`config.mk`:
```
export PLATFORM = sky130hd
export DESIGN_NAME = hsync_pulse_gen
export DESIGN_NICKNAME = d
export VERILOG_FILES = /design/src/rtl/hsync_pkg.sv /design/src/rtl/hsync_timebase.sv /design/src/rtl/hsync_window.sv /design/src/rtl/hsync_pulse_gen.sv
export SDC_FILE = /design/constraint.sdc
export NUM_CORES = 1
export LEC_CHECK = 0
export BUFFER_PORTS_ARGS = -buffer_cell sky130_fd_sc_hd__buf_2
export CAP_MARGIN = 20
export CELL_PAD_IN_SITES_DETAIL_PLACEMENT = 0
export CELL_PAD_IN_SITES_GLOBAL_PLACEMENT = 1
export CORE_ASPECT_RATIO = 1.5
export CORE_MARGIN = 1.5
export CORE_UTILIZATION = 47
export DETAILED_ROUTE_END_ITERATION = 8
export PLACE_DENSITY = 0.8
export RECOVER_POWER = 25
export SETUP_SLACK_MARGIN = 0.05
export SYNTH_ARGS = -nofsm -noshare
export SYNTH_HDL_FRONTEND = slang
export SYNTH_SLANG_ARGS = --single-unit
export TNS_END_PERCENT = 5
```
`constraint.sdc`:
```
create_clock -name clk -period 7.4 [get_ports clk]
set_input_delay 1.48 -clock clk [delete_from_list [all_inputs] [get_ports clk]]
set_output_delay 1.48 -clock clk [all_outputs]
set_load 0.005 [all_outputs]
```
`src/rtl/hsync_pkg.sv`:
```
// Package: shared helpers for the horizontal pulse generator.
// Assumes integer clock rates in kHz/Hz and times in ns; results round to nearest.
package hsync_pkg;

    // Convert a duration in ns to fine-clock cycles, rounded to nearest.
    function automatic int unsigned ns_to_cyc(input int unsigned clk_khz,
                                              input int unsigned ns);
        return (clk_khz * ns + 32'd500000) / 32'd1000000;
    endfunction

    // Cycles per half line (timebase runs at twice the line rate), rounded.
    function automatic int unsigned half_line_cyc(input int unsigned clk_hz,
                                                  input int unsigned line_hz);
        return (clk_hz + line_hz) / (2 * line_hz);
    endfunction

endpackage

```
`src/rtl/hsync_timebase.sv`:
```
// Module: hsync_timebase
// Line position counter made of a fine half-line counter and a half-line
// phase bit. A restart forces position 0; otherwise the position advances
// by one and wraps after two half lines. Exposes both the registered and the
// next position so downstream pulses can be registered without extra delay.
// Assumes HALF_LEN >= 2. Reset loads the last position so the first edge after
// reset begins a fresh line.
module hsync_timebase #(
    parameter int unsigned HALF_LEN = 858,
    localparam int unsigned FW = $clog2(HALF_LEN),
    localparam int unsigned PW = $clog2(2 * HALF_LEN)
) (
    input  logic          clk,
    input  logic          rst_n,
    input  logic          restart,
    output logic [PW-1:0] pos_nxt,
    output logic [PW-1:0] pos
);

    localparam logic [FW-1:0] FINE_LAST = FW'(HALF_LEN - 1);
    localparam logic [PW-1:0] HALF_OFS  = PW'(HALF_LEN);
    localparam logic [PW-1:0] POS_LAST  = PW'(2 * HALF_LEN - 1);

    logic [FW-1:0] fine_q, fine_d;
    logic          half_q, half_d;

    // Next-state of the half-line counter and phase bit.
    always_comb begin
        if (restart) begin
            fine_d = '0;
            half_d = 1'b0;
        end else if (fine_q == FINE_LAST) begin
            fine_d = '0;
            half_d = ~half_q;
        end else begin
            fine_d = fine_q + 1'b1;
            half_d = half_q;
        end
    end

    // State registers; reset parks the counter on the final position of a line.
    always_ff @(posedge clk) begin
        if (!rst_n) begin
            fine_q <= FINE_LAST;
            half_q <= 1'b1;
        end else begin
            fine_q <= fine_d;
            half_q <= half_d;
        end
    end

    // Combine phase and fine count into a line position.
    always_comb begin
        pos     = PW'(fine_q) + (half_q ? HALF_OFS : '0);
        pos_nxt = PW'(fine_d) + (half_d ? HALF_OFS : '0);
    end

    AST_RESTART_ZERO: assert property (@(posedge clk) disable iff (!rst_n)
        restart |=> (pos == '0));

    AST_WRAP_AT_END: assert property (@(posedge clk) disable iff (!rst_n)
        (!restart && pos == POS_LAST) |=> (pos == '0));

    AST_ADVANCE_ONE: assert property (@(posedge clk) disable iff (!rst_n)
        (!restart && pos != POS_LAST) |=> (pos == PW'($past(pos) + 1'b1)));

endmodule

```
`src/rtl/hsync_window.sv`:
```
// Module: hsync_window
// Registered pulse that is high while the next line position lies in
// [START, START+WIDTH). Decoding the next position makes the output change on
// the same edge as the position. Assumes START+WIDTH <= 2^PW and WIDTH >= 1.
module hsync_window #(
    parameter int unsigned PW    = 11,
    parameter int unsigned START = 0,
    parameter int unsigned WIDTH = 146
) (
    input  logic          clk,
    input  logic          rst_n,
    input  logic [PW-1:0] pos_nxt,
    output logic          pulse
);

    localparam logic [PW:0] LO = (PW+1)'(START);
    localparam logic [PW:0] HI = (PW+1)'(START + WIDTH);

    logic in_win;

    // Window decode; a window starting at zero needs only its upper bound.
    generate
        if (START == 0) begin : g_from_zero
            always_comb in_win = ({1'b0, pos_nxt} < HI);
        end else begin : g_offset
            always_comb in_win = ({1'b0, pos_nxt} >= LO) && ({1'b0, pos_nxt} < HI);
        end
    endgenerate

    // Output register, cleared in reset.
    always_ff @(posedge clk) begin
        if (!rst_n) pulse <= 1'b0;
        else        pulse <= in_win;
    end

endmodule

```
`src/rtl/hsync_pulse_gen.sv`:
```
// Module: hsync_pulse_gen (top)
// Horizontal output and back-porch clamp pulse generator. A line-start strobe,
// qualified by the sync-present flag, restarts the line timebase; without it
// the timebase free-runs at the nominal line length. Both outputs are
// registered. Assumes HOUT_W <= CLAMP_DLY and CLAMP_DLY+CLAMP_W <= 2*HALF_LEN.
module hsync_pulse_gen #(
    parameter int unsigned HALF_LEN  = hsync_pkg::half_line_cyc(27000000, 15734),
    parameter int unsigned HOUT_W    = hsync_pkg::ns_to_cyc(27000, 5400),
    parameter int unsigned CLAMP_DLY = hsync_pkg::ns_to_cyc(27000, 5400),
    parameter int unsigned CLAMP_W   = hsync_pkg::ns_to_cyc(27000, 3400)
) (
    input  logic clk,
    input  logic rst_n,
    input  logic line_start,
    input  logic sync_present,
    output logic hout,
    output logic clamp
);

    localparam int unsigned PW = $clog2(2 * HALF_LEN);

    logic          restart;
    logic [PW-1:0] pos_nxt;
    logic [PW-1:0] pos;

    // Accept a line start only while sync is detected.
    always_comb restart = line_start & sync_present;

    hsync_timebase #(.HALF_LEN(HALF_LEN)) u_timebase (
        .clk     (clk),
        .rst_n   (rst_n),
        .restart (restart),
        .pos_nxt (pos_nxt),
        .pos     (pos)
    );

    hsync_window #(.PW(PW), .START(0), .WIDTH(HOUT_W)) u_hout_win (
        .clk     (clk),
        .rst_n   (rst_n),
        .pos_nxt (pos_nxt),
        .pulse   (hout)
    );

    hsync_window #(.PW(PW), .START(CLAMP_DLY), .WIDTH(CLAMP_W)) u_clamp_win (
        .clk     (clk),
        .rst_n   (rst_n),
        .pos_nxt (pos_nxt),
        .pulse   (clamp)
    );

    AST_RESET_LOW: assert property (@(posedge clk)
        !rst_n |=> (!hout && !clamp));

    AST_HOUT_ON_START: assert property (@(posedge clk) disable iff (!rst_n)
        (line_start && sync_present) |=> hout);

    AST_NO_OVERLAP: assert property (@(posedge clk) disable iff (!rst_n)
        !(hout && clamp));

    AST_HOUT_AT_ZERO: assert property (@(posedge clk) disable iff (!rst_n)
        (pos == '0) |-> hout);

endmodule

```
Yosys cells after proc, flatten, opt, wreduce, memory -nomap -nowiden
Cells that the tools add are included.
{"block": "classes", "n_addsub": 2, "order_cmp": 3, "eq_ne": 1, "n_mux": 5, "n_bitwise": 2, "n_reduce_logical": 1}
{"op": "10-bit two-way mux", "count": 3}
{"op": "11-bit by 8-bit less-than comparator with 1-bit output, second input constant", "count": 2}
{"op": "10-bit by 11-bit adder with 11-bit output", "count": 1}
{"op": "11-bit by 8-bit >= comparator with 1-bit output, second input constant", "count": 1}
{"op": "10-bit by 1-bit adder with 10-bit output, second input constant", "count": 1}
{"op": "10-bit equality test, second input constant", "count": 1}
{"op": "1-bit two-way mux", "count": 2}
{"op": "1-bit bitwise AND", "count": 1}
{"op": "1-bit logical AND", "count": 1}
{"op": "1-bit inverter", "count": 1}
{"block": "totals", "register_bits": 13, "input_bits": 4, "out_inout_bits": 2, "elab_cells": 18}

Logic depth before layout (Yosys ltp)
Gate-level depths: netlist of run 1.
{"block": "logic_depth", "word_depth": 7, "depth_mapped": 13, "mapped_depth_nobuf": 12}

By module
From an unflattened synthesis of run 1, not the netlist that was laid out.
{"block": "hier_totals", "cells_unflattened": 153, "hier_area_um2": 1262.5}
{"mod": "hsync_timebase", "n_inst": 1, "cells_per_inst": 137, "area_each_um2": 1131.1, "seq_area_each_um2": 220.2}
{"mod": "hsync_window at u_clamp_win", "n_inst": 1, "cells_per_inst": 10, "area_each_um2": 70.1, "seq_area_each_um2": 20.0}
{"mod": "hsync_window at u_hout_win", "n_inst": 1, "cells_per_inst": 5, "area_each_um2": 55.1, "seq_area_each_um2": 20.0}
{"mod": "hsync_pulse_gen", "n_inst": 1, "cells_per_inst": 1, "area_each_um2": 6.3, "seq_area_each_um2": 0.0}

Worst setup path before layout of run 1
OpenSTA, ideal clock, no wires.
{"block": "synth_timing", "path_type": "input to register", "startpoint": "in line_start", "endpoint": "reg u_clamp_win.pulse", "setup_ns": 0.060, "arrival_ns": 3.181, "required_ns": 7.340, "slack_ns": 4.159, "cell_stages": 10, "n_path_buf": 1, "path_cell_list": "nand2_1 > nand2_1 > buf_2 > nor3_1 > ha_1 > nand4_1 > a31oi_1 > xnor2_1 > a311oi_2 > o311a_1"}
{"block": "synth_between", "elab_chain_len": 6, "elab_cells_between_ends": 8, "classes_between": "add/sub: 1; order compare: 2; mux: 3; bitwise: 1; reduce/logical: 1"}
{"element": "start, declared", "line": "hsync_pulse_gen.sv:14", "source": "input logic line_start,"}
{"element": "1-bit bitwise AND *", "line": "hsync_pulse_gen.sv:27", "source": "always_comb restart = line_start & sync_present;"}
{"element": "1-bit two-way mux", "line": "hsync_timebase.sv:29", "source": "if (restart) begin"}
{"element": "10-bit two-way mux", "line": "hsync_timebase.sv:55", "source": "pos_nxt = PW'(fine_d) + (half_d ? HALF_OFS : '0);"}
{"element": "10-bit by 11-bit adder with 11-bit output *", "line": "hsync_timebase.sv:55"}
{"element": "11-bit by 8-bit >= comparator with 1-bit output / 11-bit by 8-bit less-than comparator with 1-bit output (equally long branches)", "line": "hsync_window.sv:26", "source": "always_comb in_win = ({1'b0, pos_nxt} >= LO) && ({1'b0, pos_nxt} < HI);"}
{"element": "1-bit logical AND *", "line": "hsync_window.sv:26"}
{"element": "end signal, assigned", "line": "hsync_window.sv:33", "source": "else pulse <= in_win;"}
{"element": "end, declared", "line": "hsync_window.sv:13", "source": "output logic pulse"}
Every way passes the cells marked *; elsewhere a longest branch is shown, timed or not.
A chain may end at the register's enable or synchronous reset.

Worst setup path in the final report of run 1
Same ends and word-level chain as after synthesis.

==> impl.org, run 1 <==
** Power
- Pleak :: 0.000395 uW
- Power density relative to cell area :: 213 nW/um^2
- The worst-case IR drop observed on VDD is 0.121 mV.

** Setup path
- For the worst setup path, the data required time is 7.63 ns.
- Nature of the critical path startpoint :: input pin
- The worst setup path is captured at a register.
- By startpoint and endpoint, the worst setup path is classified as in2reg.
- Arr. time, crit path :: 3.64 ns
- In this run the worst path has a maximum fanout of 15.

** STA
- At the pin with the least slew margin, the transition time is 0.651 ns.
- Worst Clk Skew :: 0.00805 ns
- Final setup vio count :: 0
- Final worst path period need :: 3.40 ns
- In the finished design, the share of the clock period the worst path needs comes to 46.0%.
- Count of pins over their slew limit :: 0
- Setup ws final :: 4.00 ns
- The worst pin sits at a relative slew slack of 56.3%.
- Final sum of negative setup slack :: 0 ns
- Setup repair after global routing left no endpoint under its margin.
- Maximum frequency from static timing analysis :: 0.294 GHz
- Hold violation count in the final report :: 0

** Synth
- Number of cells produced by synthesis :: 115
- During synthesis, Yosys emitted a total of 0 warnings.
- EDFF count, synth :: 0
- Top post-synthesis cells by area :: dfxtp_1 27%, xnor2_1 10%, ha_1 5.3%
- When the netlist entered floorplanning its net count stood at 123.
- Netlist area before placement :: 951 um^2
- Area leader, netlist :: dfxtp_1
- Seq/Total Area, Yosys :: 27.4%
- The most used flip-flop cell after synthesis is dfxtp_1.
- Counting flops with an async set or reset pin after synthesis yields a share of 0%.
- Mean instance size in the synthesized netlist :: 8.27 um^2
- Area share of the largest cell type after synthesis :: 27.4%
- Synthesis inferred 13 register bits.
- Counting distinct cell types in the post-synthesis netlist gives 34.

** Die
- Once the floorplan was initialized, standard cells occupied 50.6% of the core.
- 6 I/O pins were placed.
- Height of the chip :: 58.1 um
- Core Region :: 1880 um^2
- Row generation in the floorplan step produced 19 rows.
- Die extent in x :: 39.7 um
- Die area :: 2310 um^2

** Run status
- The flow ran to the end, and the final reports show no timing, DRC or antenna violations.

** Place
- After detailed placement, the total cell area comes to 987 um^2.
- Detailed Place HPWL :: 1.67 mm
- IO Port Bufs :: 5
- Place WS :: 3.74 ns
- Routability congestion estimate :: 0.732

** Routing
- Wire segments on met3 add up to 42 um in the final route.
- Top Layer Used :: met4
- Wire length reported by the detailed router :: 2.14 mm
- Routed wl met2 :: 1.12 mm
- Vias post-DR :: 880
- Per-cell routed wire length :: 15.0 um
- After detailed routing, the number of vias per cell comes to 6.20.
- After detailed routing, the wire length on met1 is 926 um.
- Once detail routing completed, the nets flagged for antenna violations numbered 0.
- Post-route DRC :: 0
- After the first detailed-routing iteration, the DRC count stood at 18.
- First-pass detailed-route iteration total :: 4

** CTS
- CTS placed an instance of clkbuf_4 at the clock tree root.
- In this run the number of H-tree levels came out at 1.
- Clk slew on worst S/H paths :: 0.09 ns
- TritonCTS buffer count :: 3
- The clock passes through at most 2 buffers.
- The number of hold buffers added after CTS was 0.
- Post_cts resized :: 0
- Number of buffers inserted to repair setup after CTS :: 0
- TritonCTS built the clock tree.
- Clk sinks :: 13
- Worst-Skew Late Latency :: 0.28 ns

** Finish
- The layout has 202 filler cells.
- Share of final-layout standard cells stronger than drive strength 1 :: 14.0%
- Summing all non-filler instances in the final layout gives an area of 1010 um^2.
- From synthesis to final layout, the design area changed by 6.71%.
- Number of nets at the end of the flow :: 130
- N_diodes :: 0

** Min path
- The path class of the tightest hold or removal check is reg2reg.

** GRT
- After global routing the overflow that remains totals 0.
- Overall fraction of global-route tracks in use :: 23.0%
- The number of global-route vias before repair came to 852.
- Global-route wire length before repair :: 3.69 mm
- Initial antenna violation count :: 0
- Maximum number of pins on one net before global-route repair :: 16

** Flow run
- Max-cap violations in this run came to 0.
area by class of cell:
type	instances	area [um^2]	share of cell area, %
well taps	21	26.3	2.59
inverters	3	11.3	1.11
multi-input cells	96	664	65.5
repair buffers	5	25.0	2.47
clock inverters	1	5.00	0.493
clock buffers	3	22.5	2.22
flip-flops and latches	13	260	25.6
sequential cells by signal (all words and copies together) (netlist names):
| signal | count |
|---|---|
| u_clamp_win.pulse | 1 |
| u_timebase.fine_q | 10 |
| u_hout_win.pulse | 1 |
| u_timebase.half_q | 1 |
routing by layer:
metal | GRT usage, % | up-vias
li1 | - | 431
met3 | 3.45 | 6
met2 | 40.0 | 14
met5 | 0 | -
met4 | 8.87 | 0
met1 | 26.8 | 429
worst max-delay path, cell delays in order:
cell and delay (ns):
buf_2 0.10, nand2_1 0.17, nand2_1 0.34, nor3_1 0.26
ha_1 0.29, nand4_1 0.15, a31oi_1 0.25, xnor2_1 0.12
a311oi_2 0.27, o311a_1 0.20
worst paths after layout:
kind,startpoint,to,slack [ns],depth (start not counted)
setup / recovery,line_start,u_clamp_win.pulse,4.00,10
hold / removal,u_timebase.fine_q[0],u_timebase.fine_q[0],0.57,1
setup reg to reg,u_timebase.fine_q[1],u_clamp_win.pulse,4.40,12
hold reg to reg,u_timebase.fine_q[0],u_timebase.fine_q[0],0.57,1
power breakdown:
group / internal (uW) / leakage (uW) / switching (uW)
clock network: 20.1 / 0.0000177 / 24.2
registers: 76.7 / 0.000107 / 10.3
logic: 35.3 / 0.000271 / 49.3
cells by family after synthesis:
logic type / Yosys count / synth area share [%]
adders and majority gates: 4 / 5.26
and+or+nand+nor: 54 / 30.9
xor gates and xnor gates: 18 / 18.8
buffers and inverters: 6 / 2.76
AOI/OAI and AO/OA: 20 / 14.9
DFF: 13 / 27.4
placed cells by master, fill, tap and decap left out, types with 2 or more instances in the layout:
| master | count |
|---|---|
| nand2_1 | 13 |
| dfxtp_1 | 13 |
| nor2_1 | 12 |
| xnor2_1 | 11 |
| o21ai_0 | 8 |
| nor3_1 | 7 |
| xor2_1 | 5 |
| buf_2 | 5 |
| nand4_1 | 4 |
| ha_1 | 4 |
| and3_1 | 3 |
| nand3_1 | 3 |
| o211ai_1 | 3 |
| clkbuf_4 | 3 |
| inv_1 | 2 |
| and4_1 | 2 |
| and2_1 | 2 |
| o32ai_1 | 2 |
stage by stage:
step / instances / utilization (%) / hold WS [ns] / total power [uW]
after floorplan: 115 / - / 0.505 / 154
after global placement: 138 / 52.6 / 0.585 / 171
after detailed placement: 138 / 52.6 / 0.556 / 172
after CTS: 142 / 54.0 / 0.577 / 217
after global routing: 142 / 54.0 / 0.633 / 232
final: 142 / 54.0 / 0.567 / 216
cells in the mapped netlist, drive strengths merged, types with 3 or more instances:
cell type and number:
nand3 4, dfxtp 13, nor3 7, xnor2 12
and4 3, and2 3, nor2 12, and3 3
o211ai 3, o21ai 8, xor2 5, nand2 13
ha 4, buf 3, nand4 4
Note: power is estimated with default switching activity, not from simulation.
==> run 2, diff against run 1 <==
--- a/config.mk
+++ b/config.mk
@@ -11,9 +11,9 @@
 export CELL_PAD_IN_SITES_GLOBAL_PLACEMENT = 1
 export CORE_ASPECT_RATIO = 1.5
 export CORE_MARGIN = 1.5
-export CORE_UTILIZATION = 47
+export CORE_UTILIZATION = 44
 export DETAILED_ROUTE_END_ITERATION = 8
-export PLACE_DENSITY = 0.8
+export PLACE_DENSITY = 0.76
 export RECOVER_POWER = 25
 export SETUP_SLACK_MARGIN = 0.05
 export SYNTH_ARGS = -nofsm -noshare
==> constraint.sdc (replaced) <==
create_clock -name clk -period 3.3 [get_ports clk]
set_input_delay 0.66 -clock clk [delete_from_list [all_inputs] [get_ports clk]]
set_output_delay 0.66 -clock clk [all_outputs]
set_load 0.005 [all_outputs]
==> run 2 against run 1 <==
Effect of this change:
- setup slack got worse by 3.3 ns
- first-iteration DRC count rose by 11%
- total power rose by 120%
- sequential power rose by 120%
- critical path type is now reg2reg
- critical endpoint unchanged
- largest cell class unchanged
==> impl.org, run 2 (synthesis results as in run 1) <==
** Run status
- Result of the run :: finished clean

** CTS
- Maximum clock path buffer count :: 2 (unchanged)
- Cts hold-fix bufs :: 0 (unchanged)
- Clock tree from TritonCTS :: done
- TritonCTS buffer count :: 3 (unchanged)
- Clk sinks :: 13 (unchanged)
- Clock root buffer master :: clkbuf_4
- Worst-Skew Late Latency :: 0.28 ns (about the same)
- The clock transition at the registers of the reported paths came to 0.08 ns (about the same).
- Post_cts resized :: 0 (unchanged)
- The H-tree depth reported by CTS is 1 (unchanged).
- The number of buffers inserted to repair setup after CTS was 0 (unchanged).

** STA
- Count of pins over their slew limit :: 0 (unchanged)
- The number of setup violations in the final report was 0 (unchanged).
- Maximum frequency from static timing analysis :: 0.385 GHz
- Slew at the pin closest to its max-slew limit :: 0.630 ns (-0.0212 ns)
- Final sum of negative setup slack :: 0 ns (unchanged)
- Remaining max-slew budget at the tightest pin :: 57.7% (+1.4 points)
- The final critical path takes up 78.8% of the cycle.
- Subtracting the final worst setup slack from the clock period gives 2.60 ns.
- The clock skew after layout is 0.00367 ns (-0.00438 ns).
- Setup repair after global routing left no endpoint under its margin.
- Hold violation count in the final report :: 0 (unchanged)

** GRT
- Global-route wire length before repair :: 3.67 mm (-0.57%)
- The all-layer global routing usage came to 21.9% (-1.1 points).
- Initial antenna violation count :: 0 (unchanged)
- Maximum number of pins on one net before global-route repair :: 13 (-3)
- The number of global-route vias before repair was 867 (+1.8%).
- The global route total overflow came to 0 (unchanged).

** Setup path
- WS Path Type :: reg2reg
- The data required time at the worst endpoint was 3.53 ns (-4.10 ns).
- Arr. time, crit path :: 2.83 ns (-0.81 ns)
- Kind of end point of the critical path :: register
- Nature of the critical path startpoint :: register
- The maximum fanout encountered on the critical timing path was 12 (-3).

** Die
- The floorplan die height is 59.9 um (+3.2%).
- The area of the die is 2450 um^2 (+6.4%).
- Number of I/O pins :: 6 (unchanged)
- The number of rows in the core area came to 20 (+1).
- The initial standard-cell utilization of the core came to 46.9% (-3.7 points).
- The chip width is 41.0 um (+3.1%).
- Core Region :: 2030 um^2 (+7.9%)

** Power
- Worst vdd rail ir drop :: 0.299 mV (+150%)
- Power density relative to cell area :: 472 nW/um^2 (+120%)
- The static leakage came to 0.000390 uW (-1.5%).
- The combinational fraction of design power came to 39.2% (about the same).
- The total power of the final layout is 483 uW (+120%).
- The net switching power is 182 uW (+120%).
- Pint :: 301 uW (+130%)
- Sequential Power Share :: 40.4% (about the same)
- The part of the total power dissipated in the clock network was 20.4% (about the same).
- The proportion of total power due to net switching is 37.7% (-1.1 points).

** Routing
- The total via count in the routed design came to 848 (-3.6%).
- Post-route antenna net violation count :: 0 (unchanged)
- Post-route DRC :: 0 (unchanged)
- The routed wire length came to 2.09 mm (-2.3%).
- 1st-iter DRT viols :: 20 (+2)
- First-pass detailed-route iteration total :: 4 (unchanged)
- Drt via density :: 5.85 (-5.6%)
- Per-cell routed wire length :: 14.4 um (-4.4%)

** Finish
- The flip-flop count of the largest register, all copies and words added was 10 (unchanged).
- Most flops, register :: u_timebase.fine_q
- The number of antenna repair diodes is 0 (unchanged).
- The layout cell share with drive strength beyond 1 is 12.2% (-1.9 points).
- Finished Cell Area :: 1020 um^2 (+0.86%)
- The library cells used most frequently in the layout, excluding fill and tap cells, are 13 x nand2_1, 13 x dfxtp_1, 12 x nor2_1.
- Relative to the synthesized area, the layout overhead comes to 7.63%.
- The count of nets after finishing was 132 (+1.5%).

** Place
- Routability congestion estimate :: 0.745 (+1.8%)
- The total of buffers placed on input and output ports is 5 (unchanged).
- Detailed Place HPWL :: 1.65 mm (-1.6%)
- The cell area after placement is 1000 um^2 (+1.6%).

** Min path
- Path class of the lowest-slack min-delay path :: reg2reg

** Flow run
- Max-capacitance violation count :: 0 (unchanged)
## run 2: cell count changes in the layout (fill, tap and decap cells not counted)
cell and change:
and2_0 -1, and2_1 +1, buf_2 -2, buf_4 +1, clkbuf_1 +4, clkinv_2 -1
## run 2: final cells by class
class                   instances  area, um^2
flip-flops and latches         13         260
multi-input cells              96         664
fillers                       206        1000
inverters                       3        11.3
clock buffers                   4        26.3
repair buffers                  7        33.8
well taps                      22        27.5
## run 2: final timing paths
kind / startpoint / depth (start not counted) / slack, ns / endpoint
hold / removal: u_timebase.fine_q[0] / 1 / 0.57 / u_timebase.fine_q[0]
hold reg to reg: u_timebase.fine_q[0] / 1 / 0.57 / u_timebase.fine_q[0]
setup reg to reg: u_timebase.fine_q[0] / 11 / 0.70 / u_clamp_win.pulse
setup / recovery: u_timebase.fine_q[0] / 11 / 0.70 / u_clamp_win.pulse
## run 2: stage by stage
stage	hold slack, ns	utilization [%]	cells	setup WS (ns)
detailed placement	0.548	49.5	141	0.718
floorplan	0.505	-	115	0.712
global placement	0.533	49.5	141	0.778
CTS	0.581	50.8	145	0.686
finish	0.570	50.5	145	0.701
global route	0.620	50.5	145	0.470
## run 2: power by group through the flow
| stage | sequential (uW) | combinational, uW | clock (uW) |
|---|---|---|---|
| 4_1_cts | 195 | 193 | 104 |
| 2_1_floorplan | 189 | 157 | 0 |
| 5_1_grt | 197 | 215 | 111 |
| 3_5_place_dp | 197 | 191 | 0 |
| 6_report | 195 | 189 | 98.8 |
| 3_3_place_gp | 198 | 193 | 0 |
## run 2: layer usage
metal  GRT usage [%]  part of all wire (%)  vias up
met3            4.46                   3.6        9
met1            26.1                    44      387
li1                -                     -      436
met2            34.8                    49       16
met5               0                     0        -
met4            11.9                   3.0        0
## run 2: worst max-delay path, stage by stage, from the launching register on
cell and delay (ns):
dfxtp_1 0.43, ha_1 0.17, and3b_2 0.19, nand4_1 0.14, nand2_1 0.17, clkbuf_1 0.43, nor2_1 0.11, ha_1 0.28
nor2_1 0.08, nand2_1 0.05, a221oi_1 0.27, o311a_1 0.21
==> run 3, diff against run 2 <==
--- a/config.mk
+++ b/config.mk
@@ -5,15 +5,16 @@
 export SDC_FILE = /design/constraint.sdc
 export NUM_CORES = 1
 export LEC_CHECK = 0
+export ABC_AREA = 1
 export BUFFER_PORTS_ARGS = -buffer_cell sky130_fd_sc_hd__buf_2
 export CAP_MARGIN = 20
 export CELL_PAD_IN_SITES_DETAIL_PLACEMENT = 0
 export CELL_PAD_IN_SITES_GLOBAL_PLACEMENT = 1
 export CORE_ASPECT_RATIO = 1.5
 export CORE_MARGIN = 1.5
-export CORE_UTILIZATION = 44
+export CORE_UTILIZATION = 38
 export DETAILED_ROUTE_END_ITERATION = 8
-export PLACE_DENSITY = 0.76
+export PLACE_DENSITY = 0.73
 export RECOVER_POWER = 25
 export SETUP_SLACK_MARGIN = 0.05
 export SYNTH_ARGS = -nofsm -noshare
==> constraint.sdc (replaced) <==
create_clock -name clk -period 2.1 [get_ports clk]
set_input_delay 0.42 -clock clk [delete_from_list [all_inputs] [get_ports clk]]
set_output_delay 0.42 -clock clk [all_outputs]
set_load 0.005 [all_outputs]
==> run 3 against run 2 <==
Effect of this change:
- clock power increased by 120%
- final cell count increased by 63%
- wire length increased by 25%
- highest routed layer unchanged
- setup slack got worse by 0.69 ns
- hold slack got worse by 0.14 ns
- via count increased by 30%
- total power increased by 110%
- maximum frequency increased by 24%
- clock skew about the same
- register-to-register slack got worse by 0.69 ns
- sequential power increased by 52%
- flip-flop and latch count unchanged
==> impl.org, run 3 <==
** Place
- Post-placement cell area :: 1250 um^2 (+25%)
- The weighted congestion reported at the end of routability-driven placement is 0.770 (+3.3%).
- The HPWL after detailed placement came to 2.18 mm (+32%).
- The worst setup slack before clock tree synthesis is -0.0503 ns (-0.768 ns).
- The number of placed instances with taps included was 229 (+62%).
- IO Port Bufs :: 5 (unchanged)

** Routing
- Post-route antenna net violation count :: 0 (unchanged)
- 1st-iter DRT viols :: 20 (unchanged)
- Wire length reported by the detailed router :: 2.61 mm (+25%)
- Per-cell routed wire length :: 11.0 um (-23%)
- The number of vias per cell is 4.66 (-20%).
- The total via count in the routed design came to 1104 (+30%).
- Post-route DRC :: 0 (unchanged)
- First-pass detailed-route iteration total :: 4 (unchanged)

** Synth
- Synth Warn # :: 0 (unchanged)
- The most used flip-flop cell after synthesis is dfxtp_1.
- Ranked by total cell area, the synthesized netlist is headed by dfxtp_1 23%, nand2_1 18%, inv_1 11%.
- In the post-synthesis netlist, the cell with the most instances is nand2_1.
- The post-synthesis sequential element count is 13 (unchanged).
- Distinct cells, synth :: 27 (-21%)
- Async set or reset register ratio after synthesis :: 0% (unchanged)
- Area leader, netlist :: dfxtp_1
- The cell count after synthesis is 181 (+57%).
- The sequential fraction of the synthesis area was 22.8% (-4.6 points).
- Counting instances in the post-synthesis netlist gives the leading cell types as 54 x nand2_1, 32 x inv_1, 20 x nand3_1, 17 x nor2_1, 13 x dfxtp_1.
- The number of enable-type register cells in the synthesized netlist is 0 (unchanged).
- The area share of the largest cell type after synthesis is 22.8% (-4.6 points).
- Number of nets produced by synthesis :: 189 (+54%)
- Netlist area before placement :: 1140 um^2 (+20%)
- The mean cell area of the mapped netlist came to 6.31 um^2 (-24%).

** Die
- Height of the chip :: 70.2 um (+17%)
- The number of rows in the core area came to 24 (+20%).
- The initial standard-cell utilization of the core came to 39.6% (-7.3 points).
- The number of placed I/O pins was 6 (unchanged).
- The area of the die came to 3350 um^2 (+37%).
- Die extent in x :: 47.8 um (+17%)
- Core Region :: 2880 um^2 (+42%)

** Finish
- Flip-flop count of the largest register after layout :: 10 (unchanged)
- Compared with the post-synthesis result, the final layout area differs by 25.3%.
- The layout cell share with drive strength beyond 1 is 32.8% (+21 points).
- Filler instances :: 315 (+53%)
- FF/Latch Area :: 268 um^2 (+2.9%)
- The count of placed standard cells in the final layout, fillers left out came to 237 (+63%).
- The multi-input gate area in the final layout came to 847 um^2 (+27%).
- The library cells used most frequently in the layout, excluding fill and tap cells, are 51 x nand2_1, 29 x inv_1, 18 x nand3_1.
- N_diodes :: 0 (unchanged)
- Most flops, register :: u_timebase.fine_q
- The count of nets after finishing was 207 (+57%).
- The final standard cell area without fillers was 1430 um^2 (+40%).
- Most frequent standard cell in the layout excluding fill and tap cells :: nand2_1

** Setup path
- The logic depth of the worst register-to-register path is 17 (+6).
- For this design, the slowest cell found on the critical path is dfxtp_2.
- The worst setup path is captured at a register.
- Critical-path cell list :: inv_2, ha_4, nand2_4, nor2_4, nand3_4, nand2_2, nand3_4, buf_4, inv_2, ha_4, inv_1, nand3_1, nand2_1, inv_1, nand2_1, nor2_2, and2_1
- The endpoint identified for the worst register-to-register timing path is u_hout_win.pulse.
- The most critical setup path has its startpoint at u_timebase.fine_q[1].
- The maximum fanout encountered on the critical timing path is 6 (-6).
- The delay of the slowest critical-path stage came to 0.32 ns (-0.11 ns).
- The worst reg-to-reg setup slack came to 0.006 ns (-0.69 ns).
- The data required time at the worst endpoint came to 2.23 ns (-1.30 ns).
- Nature of the critical path startpoint :: register
- Arr. time, crit path :: 2.23 ns (-0.60 ns)
- WS Path Type :: reg2reg
- The number of gates on the worst path with buffers counted came to 17 (+6).
- Broken down by cell family, the worst path's largest delay share belongs to simple AND/OR/NAND/NOR gates.
- Crit path to :: u_hout_win.pulse
- Critical path buffer and inverter count :: 5 (+4)
- Worst reg2reg startpoint :: u_timebase.fine_q[1]

** Power
- The sequential power share was 28.8% (-12 points).
- Net Switching :: 421 uW (+130%)
- Pint :: 612 uW (+100%)
- Worst vdd rail ir drop :: 0.412 mV (+38%)
- Proportion of total power due to net switching :: 40.8% (+3.1 points)
- The power per standard cell area was 722 nW/um^2 (+53%).
- The static leakage came to 0.000756 uW (+94%).
- The combinational fraction of design power came to 50.3% (+11 points).
- Part of the power in the clock network :: 20.9% (+0.5 points)

** GRT
- The number of antenna violations at the first check in global routing came to 0 (unchanged).
- The all-layer global routing usage was 18.0% (-3.9 points).
- Remaining global-route overflow :: 0 (unchanged)
- Global-route wire length before repair :: 4.46 mm (+22%)
- Maximum number of pins on one net before global-route repair :: 9 (-4)
- Via count of the first global-routing pass :: 1084 (+25%)

** STA
- The slew of the pin with the lowest slew margin was 0.305 ns (-0.325 ns).
- The clock skew after layout came to 0.00320 ns (-0.000475 ns).
- Final sum of negative setup slack :: 0 ns (unchanged)
- The period utilization is 99.7% (+21 points).
- Unrepaired setup endpoints after global routing :: true
- The number of max-slew violations in the final report is 0 (unchanged).
- The shortest period the worst path allows came to 2.09 ns (-0.506 ns).
- Maximum frequency from static timing analysis :: 0.478 GHz (+24%)
- Final setup vio count :: 0 (unchanged)
- Remaining max-slew budget at the tightest pin :: 79.7% (+22 points)
- Hold violation count in the final report :: 0 (unchanged)
- Setup ws final :: 0.00625 ns (-0.694 ns)

** Flow run
- Max-capacitance violation count :: 0 (unchanged)

** CTS
- The H-tree depth reported by CTS was 1 (unchanged).
- The later-pin clock latency in the skew report was 0.24 ns (-0.04 ns).
- The number of sinks on the clock net came to 13 (unchanged).
- The maximum clock insertion buffer count was 2 (unchanged).
- Clock root buffer master :: clkbuf_8
- The number of buffers created by CTS was 3 (unchanged).
- The clock transition at the registers of the reported paths was 0.05 ns (-0.03 ns).
- TritonCTS built the clock tree.

** Run status
- The run finished with clean final reports.

** Min path
- Path class of the lowest-slack min-delay path :: in2reg
[run 3: cell types whose count changed after synthesis, moves of 5 or more]
cell     before  now
nand2_2       0    7
o21ai_0       8    2
xnor2_1      11    0
inv_1         2   32
nand2_1      13   54
nand3_1       3   20
nor3_1        7    2
nor2_1       12   17
[run 3: cell type report]
type | count | area share [%]
clock buffer | 4 | 3.15
inverter | 33 | 8.83
multi-input combinational | 134 | 59.2
timing repair buffer | 14 | 6.73
tap | 39 | 3.41
sequential | 13 | 18.7
[run 3: power by group through the flow]
| stage | combinational [uW] | sequential, uW | clock, uW |
|---|---|---|---|
| finish | 520 | 297 | 216 |
| detailed placement | 428 | 298 | 0 |
| CTS | 469 | 295 | 224 |
| global placement | 424 | 298 | 0 |
| global route | 583 | 302 | 241 |
| floorplan | 341 | 295 | 0 |
[run 3: worst register-to-register path, stage by stage (launching register included)]
cell and delay [ns]:
dfxtp_2 0.32, inv_2 0.07, ha_4 0.14, nand2_4 0.05
nor2_4 0.14, nand3_4 0.13, nand2_2 0.11, nand3_4 0.12
buf_4 0.17, inv_2 0.06, ha_4 0.20, inv_1 0.05
nand3_1 0.07, nand2_1 0.07, inv_1 0.04, nand2_1 0.06
nor2_2 0.04, and2_1 0.15
[run 3: per-layer routing]
metal	track usage, %	part of all wire, %	up-vias
li1	-	-	603
met1	19.4	40	495
met2	33.0	58	4
met3	2.33	0.65	2
met4	6.01	1.0	0
met5	0	0	-
[run 3: how the worst min path moves through the flow]
| stage | endpoint | from | cells past startpoint |
|---|---|---|---|
| 3_5_place_dp | u_timebase.fine_q[9] | u_timebase.fine_q[9] | 3 |
| 2_1_floorplan | u_timebase.fine_q[0] | u_timebase.fine_q[0] | 1 |
| 4_1_cts | u_timebase.fine_q[8] | rst_n | 2 |
| 5_1_grt | u_timebase.fine_q[3] | rst_n | 2 |
| 3_3_place_gp | u_timebase.fine_q[9] | u_timebase.fine_q[9] | 3 |
| 6_report | u_timebase.fine_q[8] | rst_n | 2 |
[run 3: timing repair]
item,CTS,global route
endpoints found under the setup margin,2,2
resized for setup,12,19
buffers inserted,2,2
hold buffers,0,0
pin swaps,8,15
[run 3: kinds of logic (layout without fill, tap and decap cells)]
logic type                 after synthesis  count (layout)  share of synthesized area, %
AOI/OAI and AO/OA                        7               7                          5.15
xor gates and xnor gates                 2               2                          1.53
adders and majority gates                4               4                          4.38
buffers and inverters                   34              51                          11.4
DFF                                     13              13                          22.8
and+or+nand+nor                        121             121                          54.8
[run 3: metrics by stage]
step | util (%) | hold WS, ns | total power [uW]
CTS | 47.2 | 0.428 | 989
global placement | 43.4 | 0.535 | 722
floorplan | - | 0.499 | 636
detailed placement | 43.4 | 0.533 | 726
finish | 49.7 | 0.434 | 1030
global route | 49.7 | 0.440 | 1120
